## src/rtl/xmem_pkg.sv

```systemverilog
package xmem_pkg;
   localparam int WORD_AW  = 25;
   localparam int LANES    = 2;
   localparam int DATA_W   = 8 * LANES;
   localparam int SLOT_W   = 3;

   typedef enum logic [SLOT_W-1:0] {
      SLOT_ADDR_A = 3'd0,
      SLOT_ADDR_B = 3'd1,
      SLOT_ADDR_C = 3'd2,
      SLOT_ADDR_D = 3'd3,
      SLOT_CMD    = 3'd4,
      SLOT_DLO    = 3'd5,
      SLOT_DHI    = 3'd6,
      SLOT_NONE   = 3'd7
   } slot_e;

   typedef struct packed {
      logic [LANES-1:0]  lane_en;
      logic [WORD_AW-1:0] waddr;
   } cmd_t;
endpackage

```

## src/rtl/xmem_addr_regs.sv

```systemverilog
module xmem_addr_regs
   import xmem_pkg::*;
(
   input  logic        clk,
   input  logic        rst_n,
   input  logic        wr_en,
   input  slot_e       slot,
   input  logic [7:0]  wdata,
   output cmd_t        cmd
);
   cmd_t cmd_q;

   always_ff @(posedge clk or negedge rst_n) begin
      if (!rst_n) begin
         cmd_q <= '0;
      end else if (wr_en) begin
         unique case (slot)
            SLOT_ADDR_A: cmd_q.waddr[7:5]   <= wdata[7:5];
            SLOT_ADDR_B: cmd_q.waddr[15:8]  <= wdata;
            SLOT_ADDR_C: cmd_q.waddr[23:16] <= wdata;
            SLOT_ADDR_D: cmd_q.waddr[24]    <= wdata[0];
            SLOT_CMD: begin
               cmd_q.waddr[4:0] <= wdata[4:0];
               cmd_q.lane_en    <= wdata[6:5];
            end
            default: ;
         endcase
      end
   end

   assign cmd = cmd_q;
endmodule

```

## src/rtl/xmem_data_lanes.sv

```systemverilog
module xmem_data_lanes
   import xmem_pkg::*;
(
   input  logic              clk,
   input  logic              rst_n,
   input  logic              wr_en,
   input  slot_e             slot,
   input  logic [7:0]        wdata,
   input  logic              load_rd,
   input  logic [DATA_W-1:0] rd_word,
   output logic [DATA_W-1:0] data
);
   for (genvar l = 0; l < LANES; l++) begin : g_lane
      localparam slot_e MY_SLOT = slot_e'(int'(SLOT_DLO) + l);
      logic [7:0] byte_q;
      always_ff @(posedge clk or negedge rst_n) begin
         if (!rst_n)
            byte_q <= '0;
         else if (load_rd)
            byte_q <= rd_word[8*l +: 8];
         else if (wr_en && slot == MY_SLOT)
            byte_q <= wdata;
      end
      assign data[8*l +: 8] = byte_q;
   end
endmodule

```

## src/rtl/xmem_ctl.sv

```systemverilog
module xmem_ctl (
   input  logic clk,
   input  logic rst_n,
   input  logic launch,
   input  logic ack,
   output logic busy
);
   logic busy_q;

   always_ff @(posedge clk or negedge rst_n) begin
      if (!rst_n)
         busy_q <= 1'b0;
      else if (busy_q && ack)
         busy_q <= 1'b0;
      else if (launch)
         busy_q <= 1'b1;
   end

   assign busy = busy_q;
endmodule

```

## src/rtl/xmem_bridge.sv

```systemverilog
module xmem_bridge
   import xmem_pkg::*;
#(
   parameter int              REG_AW = 8,
   parameter logic [REG_AW-1:0] BASE = 8'h30
) (
   input  logic               clk,
   input  logic               rst_n,
   input  logic [REG_AW-1:0]  reg_addr,
   input  logic               reg_wr,
   input  logic [7:0]         reg_wdata,
   output logic [7:0]         reg_rdata,
   output logic               mem_req,
   output logic               mem_we,
   output logic [1:0]         mem_be,
   output logic [24:0]        mem_addr,
   output logic [15:0]        mem_wdata,
   input  logic               mem_ack,
   input  logic [15:0]        mem_rdata
);
   localparam int HI_W = REG_AW - SLOT_W;

   if (REG_AW < 4) begin : g_bad_aw
      $error("xmem_bridge: REG_AW must be at least 4");
   end
   if (BASE[SLOT_W-1:0] != '0) begin : g_bad_base
      $error("xmem_bridge: BASE must be aligned to 8");
   end

   logic        hit;
   slot_e       slot;
   logic        busy;
   logic        host_wr;
   logic        launch;
   logic        load_rd;
   cmd_t        cmd;
   logic [15:0] data;

   assign hit     = (reg_addr[REG_AW-1:SLOT_W] == BASE[REG_AW-1:SLOT_W]);
   assign slot    = slot_e'(reg_addr[SLOT_W-1:0]);
   assign host_wr = reg_wr && hit && !busy;
   assign launch  = host_wr && (slot == SLOT_CMD) && reg_wdata[7];
   assign load_rd = busy && mem_ack && (cmd.lane_en == 2'b00);

   xmem_addr_regs u_addr (
      .clk   (clk),
      .rst_n (rst_n),
      .wr_en (host_wr),
      .slot  (slot),
      .wdata (reg_wdata),
      .cmd   (cmd)
   );

   xmem_data_lanes u_data (
      .clk     (clk),
      .rst_n   (rst_n),
      .wr_en   (host_wr),
      .slot    (slot),
      .wdata   (reg_wdata),
      .load_rd (load_rd),
      .rd_word (mem_rdata),
      .data    (data)
   );

   xmem_ctl u_ctl (
      .clk    (clk),
      .rst_n  (rst_n),
      .launch (launch),
      .ack    (mem_ack),
      .busy   (busy)
   );

   always_comb begin
      reg_rdata = 8'h00;
      if (hit) begin
         unique case (slot)
            SLOT_ADDR_A: reg_rdata = {cmd.waddr[7:5], 5'b0};
            SLOT_ADDR_B: reg_rdata = cmd.waddr[15:8];
            SLOT_ADDR_C: reg_rdata = cmd.waddr[23:16];
            SLOT_ADDR_D: reg_rdata = {7'b0, cmd.waddr[24]};
            SLOT_CMD:    reg_rdata = {busy, cmd.lane_en, cmd.waddr[4:0]};
            SLOT_DLO:    reg_rdata = data[7:0];
            SLOT_DHI:    reg_rdata = data[15:8];
            default:     reg_rdata = 8'h00;
         endcase
      end
   end

   logic [HI_W-1:0] unused_hi;
   assign unused_hi = '0;

   assign mem_req   = busy;
   assign mem_we    = |cmd.lane_en;
   assign mem_be    = cmd.lane_en;
   assign mem_addr  = cmd.waddr;
   assign mem_wdata = data;
endmodule

```

## config.mk

```make
export PLATFORM = sky130hd
export DESIGN_NAME = xmem_bridge
export DESIGN_NICKNAME = d
export VERILOG_FILES = /design/src/rtl/xmem_pkg.sv /design/src/rtl/xmem_addr_regs.sv /design/src/rtl/xmem_data_lanes.sv /design/src/rtl/xmem_ctl.sv /design/src/rtl/xmem_bridge.sv
export SDC_FILE = /design/constraint.sdc
export NUM_CORES = 1
export LEC_CHECK = 0
export CORE_MARGIN = 2
export CORE_UTILIZATION = 45
export CTS_BUF_LIST = sky130_fd_sc_hd__clkbuf_4 sky130_fd_sc_hd__clkbuf_8
export DETAILED_ROUTE_END_ITERATION = 10
export MAX_ROUTING_LAYER = met4
export PLACE_DENSITY_LB_ADDON = 0.1
export SYNTH_ARGS = -nofsm -noshare
export SYNTH_HDL_FRONTEND = slang
export SYNTH_SLANG_ARGS = --single-unit
```

## constraint.sdc

```tcl
create_clock -name clk -period 2.9 [get_ports clk]
set_input_delay 0.29 -clock clk [delete_from_list [all_inputs] [get_ports clk]]
set_output_delay 0.29 -clock clk [all_outputs]
set_load 0.03 [all_outputs]
```

==> flow_summary.ini <==
[synthesis]
netlist_area_um2 = 2330
yosys.area.top_type = dfrtp_1
synth_seq_cells = 44
synthCells = 187
ys.flop_type = dfrtp_1
synthTopCellsByArea = dfrtp_1, mux2_2, mux2_4, o221a_2, a221o_1
avgSynthCellArea_um2 = 12.5
synthTopCellsByCount = dfrtp_1, mux2_2
ys_warn_count = 0
synth_edf_count = 0
async_reset_ff_frac = 1.00
seq_area_frac_synth = 0.473
synth_fp_nets = 223
synth_top_cell_area_share = 0.473
synth.most_common_cell = dfrtp_1
synthDistinctLibCells = 42

[power]
peakVddDrop_uv = 277
p_clk_frac = 0.292
switching_share = 0.285
internal_power_uw = 1140
net-switching-power_uw = 455
power.density_nw_per_um2 = 465
p_leak_uw = 0.00150
combinationalPowerShare = 0.261
pwr-share-seq = 0.447

[grt]
grt_max_degree = 45
grt_pass1_vias = 2000
grt_pass1_wl_um = 10900
met2_usage = 0.363
use_met3 = 0.0476
grt-ovfl-total = 0
grt_busiest_layer = met2
antenna_found_initial = 0
use_met1 = 0.350
grt_use_total = 0.246

[layout]
final_nets = 318
final_core_util = 0.680
area_delta_synth_final_pct = 47.2
insertedDiodeCount = 0
drive_above_1_share = 0.276
n_fill_cell = 411

[setup_path]
cp_top_family = buffers and inverters
crit_required_ns = 2.61
worst-path-buf-inv = 3
cp-startpoint = reg_addr[2]
worstPathArrival_ns = 2.40
r2r_slack_ns = 0.91
crit_chain = clkdlybuf4s50_1, buf_4, nor4bb_1, a31oi_1, a31oi_1, clkdlybuf4s50_1
r2r-start = u_ctl.busy
critical_path_class = primary input to output port
cp_slowest_cell = clkdlybuf4s50_1
crit_fanout = 12
reg2reg_depth = 4
end_kind = output port
startpoint_type = primary input
slowest_delay_ns = 0.71
reg2reg_to = u_data.g_lane[0].byte_q[5]

[sta]
max_slew.worst_pin.slew_ns = 0.981
period_share = 0.926
layout_setup_ws_ns = 0.214
fmax_mhz = 372
finalSetupViolations = 0
final_hold_viol_count = 0
relSlewSlack = 0.346
finalSetupTns_ns = 0
drv_slew = 0
grt_setup_unrepaired = no
period_needed_ns = 2.69
skew_ns = 0.00387

[drt]
num_vias = 1987
drc_errors = 0
ant_nets = 0
via_per_inst = 5.63
wl_per_cell_um = 19.0
drt_iter0_drc = 190
dr.pass1.iters = 4
routed_wl_um = 6710

[cts]
path_clk_slew_ns = 0.08
clk_latency_ns = 0.29
clockBufferDepth = 2
post_cts_buffers = 0
cts_resized = 0
hold_buffers = 0
cts_buffers = 5
cts_htree_levels = 2
cts_tree = yes
clock-root-buffer = clkbuf_8
cts.sinks = 44

[floorplanning]
die_y_um = 76.0
initial_utilization = 0.462
io_pins = 89
die_area_um2 = 5770
die_w_um = 76.0
rows = 26
coreArea_um2 = 5040

[worst_hold_path]
hp-class = primary input to asynchronous set/reset pin

[job]
drv_cap = 0

[status]
status = complete, no violations

[place]
port_buffers = 88
dpl.hpwl_um = 4910
routabilityCongestion = 0.810
pre_cts_slack_ns = 0.237
==> power by group through the flow <==
stage / Clock (µW) / Sequential (µW) / Combinational (µW)
floorplan: 0 / 815 / 113
CTS: 472 / 712 / 419
detailed placement: 0 / 724 / 417
finish: 466 / 713 / 417
global placement: 0 / 723 / 413
global route: 498 / 720 / 440
==> placed cells by master, fill, tap and decap left out, drive strengths merged, types with 3 or more instances in the layout <==
master	Yosys	layout
inv	5	5
dfrtp	44	44
clkdlybuf4s50	0	82
a22oi	5	5
a31oi	4	4
and4	3	3
mux2	36	36
nand2b	8	8
clkbuf	9	6
o221a	8	8
a221o	8	8
nand2	3	3
buf	4	19
a211oi	3	3
a221oi	4	4
nor2b	4	4
and2	8	8
==> cell type report <==
type	count	area (µm²)	area share
multi-input cells	125	1150	0.335
flip-flops and latches	44	1100	0.321
repair buffers	101	961	0.280
well taps	70	87.6	0.0255
clock buffers	6	76.3	0.0223
clock inverters	2	35.0	0.0102
inverters	5	18.8	0.00547
==> worst reg2reg max path: stages, from the launching register on <==
cell,delay (ns)
dfrtp_1,0.45
nor4bb_1,0.34
buf_4,0.20
nand4_1,0.43
o221a_2,0.46
==> metal layers <==
| layer | up-vias | wire (µm) |
|---|---|---|
| li1 | 912 | - |
| met1 | 995 | 3040 |
| met2 | 68 | 3190 |
| met3 | 12 | 353 |
| met4 | 0 | 116 |
| met5 | - | 0 |
==> worst max path at each step <==
stage | endpoint | slack (ns) | cells past startpoint
final | reg_rdata[6] | 0.21 | 6
after detailed placement | reg_rdata[6] | 0.24 | 6
after floorplan | reg_rdata[1] | 0.85 | 5
after CTS | reg_rdata[6] | 0.23 | 6
after global placement | reg_rdata[6] | 0.31 | 6
after global routing | reg_rdata[6] | 0.002 | 6
==> state kept, by name, indices dropped and copies added, names as in the netlist <==
name / cells
u_data.g_lane.byte_q: 16
u_ctl.busy: 1
u_addr.cmd: 27
==> cells by family after synthesis <==
kind of cell / after synthesis / share of synthesized area
buf+inv: 18 / 0.0344
simple gates: 47 / 0.140
compound gates: 40 / 0.148
flops: 44 / 0.473
mux: 38 / 0.205
==> per-stage QoR <==
stage	hold WS (ns)	total power [µW]	cell area, µm²	std cells
after global routing	0.243	1660	3430	353
after CTS	0.185	1600	3430	353
final	0.149	1600	3430	353
after global placement	0.497	1140	3320	345
after detailed placement	0.500	1140	3320	345
after floorplan	-0.00559	929	2330	187
Power figures use the tool's default switching activity.
